===== src/rtl/twostage_wdog_pkg.sv =====
package twostage_wdog_pkg;
  localparam int ADDR_W = 12;
  localparam int DATA_W = 32;
  localparam int CNT_W  = 64;

  localparam logic [ADDR_W-1:0] A_CSR    = 12'h000;
  localparam logic [ADDR_W-1:0] A_OFFSET = 12'h008;
  localparam logic [ADDR_W-1:0] A_CMP_LO = 12'h010;
  localparam logic [ADDR_W-1:0] A_CMP_HI = 12'h014;
  localparam logic [ADDR_W-1:0] A_IDENT  = 12'hFCC;

  typedef struct packed {
    logic refresh;
    logic loadOffset;
    logic reload;
  } strobe_t;
endpackage


===== src/rtl/twostage_wdog_dpath.sv =====
module twostage_wdog_dpath
  import twostage_wdog_pkg::*;
#(
  parameter int CW = CNT_W,
  parameter int DW = DATA_W
) (
  input  logic          clk,
  input  logic          rstN,
  input  logic [CW-1:0] sysCount,
  input  logic [DW-1:0] wdata,
  input  strobe_t       strb,
  output logic [DW-1:0] offsetReg,
  output logic [CW-1:0] compareReg,
  output logic          hit
);
  logic [DW-1:0] offNext;

  assign offNext = strb.loadOffset ? wdata : offsetReg;
  assign hit     = (sysCount >= compareReg);

  always_ff @(posedge clk or negedge rstN) begin
    if (!rstN) begin
      offsetReg  <= '0;
      compareReg <= '0;
    end else begin
      offsetReg <= offNext;
      if (strb.refresh || strb.reload)
        compareReg <= sysCount + {{(CW-DW){1'b0}}, offNext};
    end
  end

  assert_offset_store_R4: assert property (@(posedge clk) disable iff (!rstN)
    strb.loadOffset |=> offsetReg == $past(wdata));

  assert_deadline_hold_R7: assert property (@(posedge clk) disable iff (!rstN)
    !strb.refresh && !strb.reload |=> $stable(compareReg));
endmodule


===== src/rtl/twostage_wdog_ctrl.sv =====
module twostage_wdog_ctrl
  import twostage_wdog_pkg::*;
#(
  parameter int            CW       = CNT_W,
  parameter int            DW       = DATA_W,
  parameter int            AW       = ADDR_W,
  parameter logic [DW-1:0] ID_VALUE = 32'h0A57_1D01
) (
  input  logic          clk,
  input  logic          porN,
  input  logic          rstN,
  input  logic          busSelRefresh,
  input  logic          busSelControl,
  input  logic          busEnable,
  input  logic          busWrite,
  input  logic [AW-1:0] busAddr,
  input  logic [DW-1:0] busWdata,
  input  logic [DW-1:0] offsetReg,
  input  logic [CW-1:0] compareReg,
  input  logic          hit,
  output strobe_t       strb,
  output logic          ws0,
  output logic          ws1,
  output logic [DW-1:0] busRdata
);
  logic enable, wrCycle, wrCsr, wrOff, wrKick, refresh, expire;

  assign wrCycle = busEnable & busWrite;
  assign wrKick  = wrCycle & busSelRefresh & (busAddr == A_CSR);
  assign wrCsr   = wrCycle & busSelControl & (busAddr == A_CSR);
  assign wrOff   = wrCycle & busSelControl & (busAddr == A_OFFSET);
  assign refresh = wrKick | wrCsr | (wrOff & enable);
  assign expire  = enable & hit & ~refresh;

  assign strb.refresh    = refresh;
  assign strb.loadOffset = wrOff;
  assign strb.reload     = expire & ~ws0;

  always_ff @(posedge clk or negedge rstN) begin
    if (!rstN) begin
      enable <= 1'b0;
      ws0    <= 1'b0;
    end else begin
      if (wrCsr) enable <= busWdata[0];
      if (refresh)     ws0 <= 1'b0;
      else if (expire) ws0 <= 1'b1;
    end
  end

  always_ff @(posedge clk or negedge porN) begin
    if (!porN)                ws1 <= 1'b0;
    else if (refresh)         ws1 <= 1'b0;
    else if (expire && ws0)   ws1 <= 1'b1;
  end

  always_comb begin
    busRdata = '0;
    if (busSelControl) begin
      case (busAddr)
        A_CSR:    busRdata = {{(DW-3){1'b0}}, ws1, ws0, enable};
        A_OFFSET: busRdata = offsetReg;
        A_CMP_LO: busRdata = compareReg[DW-1:0];
        A_CMP_HI: busRdata = compareReg[CW-1:CW-DW];
        A_IDENT:  busRdata = ID_VALUE;
        default:  busRdata = '0;
      endcase
    end else if (busSelRefresh) begin
      if (busAddr == A_IDENT) busRdata = ID_VALUE;
    end
  end

  assert_stage2_after_stage1_R6: assert property (@(posedge clk) disable iff (!rstN)
    $rose(ws1) |-> ws0);

  assert_stage2_sticky_R6: assert property (@(posedge clk) disable iff (!porN)
    ws1 && !refresh |=> ws1);

  assert_no_expiry_disabled_R7: assert property (@(posedge clk) disable iff (!rstN)
    $rose(ws0) |-> $past(enable));

  assert_refresh_clears_R2: assert property (@(posedge clk) disable iff (!rstN)
    refresh |=> !ws0 && !ws1);
endmodule


===== src/rtl/twostage_wdog.sv =====
module twostage_wdog
  import twostage_wdog_pkg::*;
#(
  parameter logic [31:0] ID_VALUE = 32'h0A57_1D01
) (
  input  logic        clk,
  input  logic        porN,
  input  logic        warmRstN,
  input  logic [63:0] sysCount,
  input  logic        busSelRefresh,
  input  logic        busSelControl,
  input  logic        busEnable,
  input  logic        busWrite,
  input  logic [11:0] busAddr,
  input  logic [31:0] busWdata,
  output logic [31:0] busRdata,
  output logic        alertOut,
  output logic        resetOut
);
  strobe_t            strb;
  logic               coreRstN, hit, ws0, ws1;
  logic [DATA_W-1:0]  offsetReg;
  logic [CNT_W-1:0]   compareReg;

  assign coreRstN = porN & warmRstN;
  assign alertOut = ws0;
  assign resetOut = ws1;

  twostage_wdog_ctrl #(.ID_VALUE(ID_VALUE)) u_ctrl (
    .clk(clk), .porN(porN), .rstN(coreRstN),
    .busSelRefresh(busSelRefresh), .busSelControl(busSelControl),
    .busEnable(busEnable), .busWrite(busWrite), .busAddr(busAddr),
    .busWdata(busWdata), .offsetReg(offsetReg), .compareReg(compareReg),
    .hit(hit), .strb(strb), .ws0(ws0), .ws1(ws1), .busRdata(busRdata)
  );

  twostage_wdog_dpath u_dpath (
    .clk(clk), .rstN(coreRstN), .sysCount(sysCount), .wdata(busWdata),
    .strb(strb), .offsetReg(offsetReg), .compareReg(compareReg), .hit(hit)
  );
endmodule


===== config.mk =====
export PLATFORM = sky130hd
export DESIGN_NAME = twostage_wdog
export DESIGN_NICKNAME = d
export VERILOG_FILES = /design/src/rtl/twostage_wdog_pkg.sv /design/src/rtl/twostage_wdog_dpath.sv /design/src/rtl/twostage_wdog_ctrl.sv /design/src/rtl/twostage_wdog.sv
export SDC_FILE = /design/constraint.sdc
export NUM_CORES = 1
export LEC_CHECK = 0
export BUFFER_PORTS_ARGS = -buffer_cell sky130_fd_sc_hd__buf_4
export CELL_PAD_IN_SITES_DETAIL_PLACEMENT = 1
export CELL_PAD_IN_SITES_GLOBAL_PLACEMENT = 1
export CORE_ASPECT_RATIO = 0.7
export CORE_UTILIZATION = 47
export DETAILED_ROUTE_END_ITERATION = 10
export PLACE_DENSITY_LB_ADDON = 0.2
export SLEW_MARGIN = 20
export SYNTH_ARGS = -nofsm -noshare
export SYNTH_HDL_FRONTEND = slang
export SYNTH_SLANG_ARGS = --single-unit
export TNS_END_PERCENT = 20

===== constraint.sdc =====
create_clock -name clk -period 8.25 [get_ports clk]
set_input_delay 0.4125 -clock clk [delete_from_list [all_inputs] [get_ports clk]]
set_output_delay 0.4125 -clock clk [all_outputs]
set_load 0.02 [all_outputs]

==> metrics.cfg, run 1 <==
[status]
status = completed

[pwr]
swShare_pct = 29.18
combPwrFrac_pct = 17.4
report.power.total_uw = 1116
clkPwrFrac_pct = 37.6
p_sw_uw = 325.7
seqPwrFrac_pct = 45.0
ir_worst_vdd_mv = 0.07840
power.leakage_uw = 0.004699
intPower_uw = 790.7
p_per_area_mw_per_mm2 = 108.6

[worst_setup_path]
r2r_slack_ns = 4.00
critical_path_arrival_ns = 6.33
crit_path_top_delay_cell = o31ai_4
r2r-start = u_dpath.compareReg[22]$_DFFE_PN0P_
worst_ep_required_time_ns = 8.46
cp-start-kind = input pin
r2r-end = u_dpath.compareReg[30]$_DFFE_PN0P_
cp_num_buf_inv = 3
cp_top_family = simple AND/OR/NAND/NOR gates
cpPeakStageDelay_ns = 0.93
path_class = in2reg
crit_chain = buf_4 > or4_1 > nor3_1 > and4b_1 > and2_1 > buf_4 > nand4_2 > buf_4 > mux2_1 > ha_1 > a21o_1 > or3_1 > o21ai_1 > a2111oi_4 > o31ai_4 > a211oi_1 > xnor2_1 > a21oi_1
worstSetupEndpointType = flop
crit_path_max_fanout = 30
cp_common_cell = buf_4
ff2ff_path_depth = 11

[cells_and_area]
drive_gt1_share_pct = 20.47
nFillCells = 2168
nets = 1350
post-route-util_pct = 56.96
layout_common_cells = 158 x buf_4, 119 x a21oi_1, 99 x dfrtp_1
area_delta_synth_final_pct = 18.17
final_common_cell = buf_4
diodes = 0
fin_cells = 1379

[cts]
clock-sinks = 99
numCtsBuffers = 9
clk_path_buf_depth = 2
clock-root-buffer = clkbuf_16
worstSkewPairLatency_ns = 0.36
cts.repair.resized = 0
cts.clk_slew.worst_paths_ns = 0.07
htree_levels = 3
cts_tree = built

[timing]
slew_headroom_pct = 23.69
fmax_mhz = 163.4
drv_slew = 0
rsz0062_at_grt = false
fin_setup_tns_ns = 0
fin_skew_ns = 0.009041
hold_viol = 0
setup_viol = 0
final.min_clock_period_ns = 6.118
tightest_slew_ns = 1.145
post-route-period-util_pct = 74.16

[place]
dp.cells = 1362
dp_hpwl_mm = 24.43
io_buffers = 148
place.gp.congestion = 0.9058

[route]
wl_met1_mm = 14.68
vias_per_cell = 6.207
met3WireLength_mm = 1.958
num_vias = 8559
wl_per_cell_um = 22.74
drc = 0
antenna_left = 0
highest_layer = met4
drt_iter0_markers = 645
dr.pass1.iters = 5
dr_wl_met2_mm = 14.10
routed_wirelength_mm = 31.36

[logic_synthesis]
synth_compound_area_share_pct = 25.47
ys.flop_type = dfrtp_1
synth_top_family_by_area = compound AO/OA/AOI/OAI gates
synthSimpleGateAreaFrac_pct = 15.15
synth_area_mm2 = 0.008703
synth-seq-cells = 99
yosysSeqAreaShare_pct = 28.46
postSynthCellCount = 1014
netlist.area_leader.share_pct = 28.46
synth_warnings = 0
syn_area_per_cell_um2 = 8.583
synth.distinct_cells = 76
async_flop_share_pct = 100.0
synth_edf_count = 0
synth_fp_nets = 1226
synth_mux_area_share_pct = 5.391
synth_area_leader_cell = dfrtp_1
yosys.area_share.adder_pct = 14.03
ys_top_cells_by_area = dfrtp_1 28%, ha_1 14%, a21oi_1 6.8%
synth-xor-area-share_pct = 4.931

[global_route]
grt_pass1_vias = 8660
antenna_found_initial = 0
grt.total_usage_pct = 33.63
gr-total-overflow = 0
grt_pass1_wl_mm = 48.41
grt_max_degree = 75

[worst_hold_path]
hp-class = in2async

[die]
fp.dieH_um = 115.9
die_area_mm2 = 0.01907
die_w_um = 164.6
rows = 41
io_pins = 149
coreArea_mm2 = 0.01806
start_util_pct = 48.20

[job]
maxCapViolCount = 0

-- area by class of cell --
class                           instances  area, um^2  area share, %
Multi-Input combinational cell        777        5692          55.34
Sequential cell                        99        2477          24.09
Timing Repair Buffer                  159        1196          11.63
Inverter                               92       345.3          3.358
Tap cell                              236       295.3          2.871
Clock buffer                           10       239.0          2.324
Clock inverter                          6       40.04         0.3893
-- state kept, by name (all words and copies together) (netlist names) --
register	count
u_ctrl.ws0	1
u_dpath.offsetReg	32
u_ctrl.enable	1
u_dpath.compareReg	64
u_ctrl.ws1	1
-- logic make-up after synthesis --
logic type      count (synthesis)
compound gates                325
buf+inv                       138
mux                            42
fa+ha+maj                      97
simple gates                  264
flops                          99
xor+xnor                       49
-- worst reg2reg max path, delay by kind of cell (launching register included) --
family                   cells  cell delay (ns)
buffers and inverters        3             1.28
flip-flops                   1             0.39
adder cells (fa/ha/maj)      1             0.33
AO/OA/AOI/OAI                3             0.79
AND/OR/NAND/NOR              3             0.92
multiplexers                 1             0.43
-- power by group through the flow --
stage | sequential (uW) | combinational, uW | clock, uW
2_1_floorplan | 507 | 97.8 | 0
3_3_place_gp | 511 | 183 | 0
3_5_place_dp | 511 | 191 | 0
4_1_cts | 502 | 192 | 425
5_1_grt | 503 | 213 | 440
6_report | 502 | 194 | 420
-- how the worst max path moves through the flow --
stage	start	end	slack [ns]	cells past startpoint
after floorplan	busAddr[9]	u_dpath.compareReg[52]$_DFFE_PN0P_	3.67	19
after global placement	busAddr[9]	u_dpath.compareReg[34]$_DFFE_PN0P_	2.00	18
after detailed placement	busAddr[9]	u_dpath.compareReg[34]$_DFFE_PN0P_	1.78	18
after CTS	busAddr[9]	u_dpath.compareReg[34]$_DFFE_PN0P_	2.16	18
after global routing	busAddr[9]	u_dpath.compareReg[56]$_DFFE_PN0P_	1.78	18
final	busAddr[9]	u_dpath.compareReg[34]$_DFFE_PN0P_	2.13	18
-- Yosys cell counts (all sizes together) (9+ instances only) --
| cell | n |
|---|---|
| a22oi | 22 |
| a21o | 25 |
| o211ai | 9 |
| nand2 | 76 |
| nand3 | 24 |
| a21oi | 125 |
| inv | 92 |
| nor3 | 9 |
| xnor2 | 43 |
| nor2 | 88 |
| or3 | 10 |
| clkbuf | 18 |
| mux2 | 39 |
| a222oi | 12 |
| dfrtp | 99 |
| ha | 96 |
| nand4 | 21 |
| buf | 28 |
| a31oi | 15 |
| o21ai | 55 |
| a211oi | 19 |
-- metal layers --
layer | vias up | GRT usage (%)
li1 | 3930 | -
met1 | 4276 | 47.33
met2 | 312 | 54.62
met3 | 41 | 4.080
met4 | 0 | 8.991
met5 | - | 0
-- per-stage QoR --
step	cell area, um^2	setup WS (ns)	hold WS (ns)
CTS	10280	2.158	0.1479
floorplan	8703	3.673	0.1169
detailed placement	9996	1.782	0.1947
global route	10280	1.776	0.1743
global placement	9996	1.997	0.1938
finish	10280	2.132	0.1320
-- timing repair --
item / 4_1_cts / 5_1_grt
buffers inserted: 0 / 0
endpoints found under the setup margin: 0 / 0
hold buffers: 1 / 0
hold endpoints to repair: 1 / 0
No activity file was read; power rests on OpenSTA's default activity.
==> run 2, diff against run 1 <==
Settings changed: ABC_AREA set to 1, CORE_UTILIZATION 47 to 42.
Clock period 8.25 ns to 6.1 ns, I/O delays scaled along.
==> run 2 against run 1 <==
- cell count increased by 45%
- core utilization decreased by 7.3 points
- critical path depth decreased by 6
- via count increased by 32%
- largest cell class unchanged
- first-iteration DRC count increased by 33%
- global-route usage increased by 3.6 points
==> metrics.cfg, run 2 <==
[global_route]
grt_pass1_vias = 11320
grt_pass1_wl_mm = 68.62
antenna_found_initial = 2
met3_usage_pct = 13.39
busiest_layer = met1
met1_usage_pct = 53.80
gr-total-overflow = 0
grt.total_usage_pct = 37.23
grt_max_degree = 65
use_met2_pct = 51.27

[worst_setup_path]
crit_chain = inv_1 > ha_1 > nand2_1 > nor2_1 > nand4_1 > nor3b_1 > nand2_1 > nand2_2 > nand3_4 > nand2_4 > nand2_1 > nand2_1
cp-start-kind = flop
r2r-end = u_dpath.compareReg[59]$_DFFE_PN0P_
critical_path_arrival_ns = 5.01
ff2ff_path_depth = 12
worstSetupEndpointType = flop
r2r-start = u_dpath.compareReg[55]$_DFFE_PN0P_
r2r_slack_ns = 1.40
crit_path_max_fanout = 64
worst_ep_required_time_ns = 6.41
cpPeakStageDelay_ns = 0.96
cp_common_cell = nand2_1
crit_path_top_delay_cell = nand2_4
path_class = reg2reg

[cts]
clock-sinks = 99
clk_path_buf_depth = 2
clock-root-buffer = clkbuf_16
worstSkewPairLatency_ns = 0.37
htree_levels = 3
numCtsBuffers = 9
cts_tree = built
cts.clk_slew.worst_paths_ns = 0.08

[cells_and_area]
drive_gt1_share_pct = 14.91
regMostFlops = u_dpath.compareReg
fin_cells = 1995
layout_common_cells = 456 x nand2_1, 232 x inv_1, 155 x buf_4
final_common_cell = nand2_1
largest_register_ffs = 64
largestRegisters = u_dpath.compareReg: 64 flops, u_dpath.offsetReg: 32 flops
diodes = 0
area_delta_synth_final_pct = 15.81
fin_area_mm2 = 0.01178
nets = 1884

[place]
pre_cts_ws_ns = 1.448
io_buffers = 148
dp_hpwl_mm = 37.62
place.gp.congestion = 1.009
place_area_mm2 = 0.01145
dp.cells = 1978

[die]
rows = 47
coreArea_mm2 = 0.02370
io_pins = 149
start_util_pct = 42.92
die_area_mm2 = 0.02485
die_w_um = 188.0
fp.dieH_um = 132.2

[logic_synthesis]
syn_area_per_cell_um2 = 6.600
synth-seq-cells = 99
synth.distinct_cells = 43
postSynthCellCount = 1541
yosysSeqAreaShare_pct = 24.36
async_flop_share_pct = 100.0
synth_warnings = 0
yosys-top-cells-count = 456 x nand2_1, 233 x inv_1, 144 x nor2_1, 99 x dfrtp_1, 97 x a21oi_1
ys.flop_type = dfrtp_1
synth_fp_nets = 1753
synth.most_common_cell = nand2_1
netlist.area_leader.share_pct = 24.36
synth_area_leader_cell = dfrtp_1
ys_top_cells_by_area = dfrtp_1 24%, nand2_1 17%, ha_1 12%
synth_area_mm2 = 0.01017
synth_edf_count = 0

[status]
status = completed

[timing]
slew_headroom_pct = 28.79
hold_viol = 0
worst_slack_ns = 1.400
post-route-period-util_pct = 77.05
fmax_mhz = 212.8
tightest_slew_ns = 1.066
final.min_clock_period_ns = 4.700
setup_viol = 0
rsz0062_at_grt = false
fin_skew_ns = 0.006100
drv_slew = 0
fin_setup_tns_ns = 0

[pwr]
p_per_area_mw_per_mm2 = 142.3
ir_worst_vdd_mv = 0.1379
power.leakage_uw = 0.005809

[route]
drt_iter0_markers = 856
vias_per_cell = 5.656
dr.pass1.iters = 5
wl_per_cell_um = 22.98
drc = 0
antenna_left = 0
routed_wirelength_mm = 45.85
num_vias = 11280

[worst_hold_path]
hp-class = in2async

[job]
maxCapViolCount = 0

run 2: cell types whose count changed in the layout (fill, tap and decap cells not counted), moves of 37 or more:
cell / before / now
o21ai_0: 49 / 90
xnor2_1: 43 / 6
nand3_2: 2 / 60
nand2_1: 75 / 456
nor2_1: 87 / 144
nand3_1: 22 / 68
inv_1: 91 / 232
run 2: logic make-up (layout without fill, tap and decap cells):
group                      Yosys count  count (layout)  share of synthesized area (%)
AOI/OAI and AO/OA                  233             233                          12.72
xor gates and xnor gates            40              40                          3.444
adders and majority gates           97              97                          12.01
DFF                                 99              99                          24.36
buffers and inverters              273             409                          11.67
and+or+nand+nor                    799             799                          35.80
run 2: report_power, final:
part           switching (uW)  internal (uW)  total [uW]  leakage (uW)
logic                     232            130         362       0.00438
registers                1.29            657         658       0.00127
clock network             308            348         656      0.000158
total                     541           1130        1680       0.00581
run 2: how the worst max path moves through the flow:
stage / from / endpoint / slack (ns) / depth (start not counted)
finish: u_dpath.compareReg[55]$_DFFE_PN0P_ / u_dpath.compareReg[59]$_DFFE_PN0P_ / 1.40 / 12
global route: u_dpath.compareReg[55]$_DFFE_PN0P_ / u_dpath.compareReg[27]$_DFFE_PN0P_ / 1.26 / 12
CTS: u_dpath.compareReg[55]$_DFFE_PN0P_ / u_dpath.compareReg[59]$_DFFE_PN0P_ / 1.64 / 12
detailed placement: busAddr[1] / u_dpath.compareReg[61]$_DFFE_PN0P_ / 1.45 / 20
global placement: busAddr[1] / u_dpath.compareReg[61]$_DFFE_PN0P_ / 1.45 / 20
floorplan: busAddr[1] / u_dpath.compareReg[52]$_DFFE_PN0P_ / 2.91 / 21
run 2: worst max-delay path: cells and delay by family (launching register included):
kind                       cells  cell delay, ns
buffers and inverters          1            0.08
and+or+nand+nor               10            3.57
DFF                            1            0.58
adders and majority gates      1            0.31
run 2: per-stage QoR:
stage               hold slack [ns]  util [%]  power (uW)
floorplan                  0.009409         -       848.6
global placement            0.08593     48.32        1015
detailed placement          0.09064     48.32        1023
CTS                         0.07254     49.70        1676
global route                 0.1257     49.70        1737
finish                      0.05953     49.70        1676
run 2: layout make-up:
type / instances / area, um^2
tap: 318 / 397.9
inverter: 237 / 898.4
multi-input combinational: 1169 / 6514
fill: 3232 / 11920
sequential: 99 / 2477
timing repair buffer: 156 / 1174
clock inverter: 5 / 65.06
clock buffer: 11 / 252.7
run 2: layer usage:
metal	part of all wire [%]	wire length (um)
met1	47	21420
met3	12	5627
met5	0.028	13
met2	39	17720
met4	2.3	1077
run 2: what timing repair did:
action | CTS | global route
resized for setup | 0 | 0
setup endpoints to repair | 0 | 0
hold endpoints to repair | 1 | 0
buffers inserted | 0 | 0
hold buffers | 1 | 0
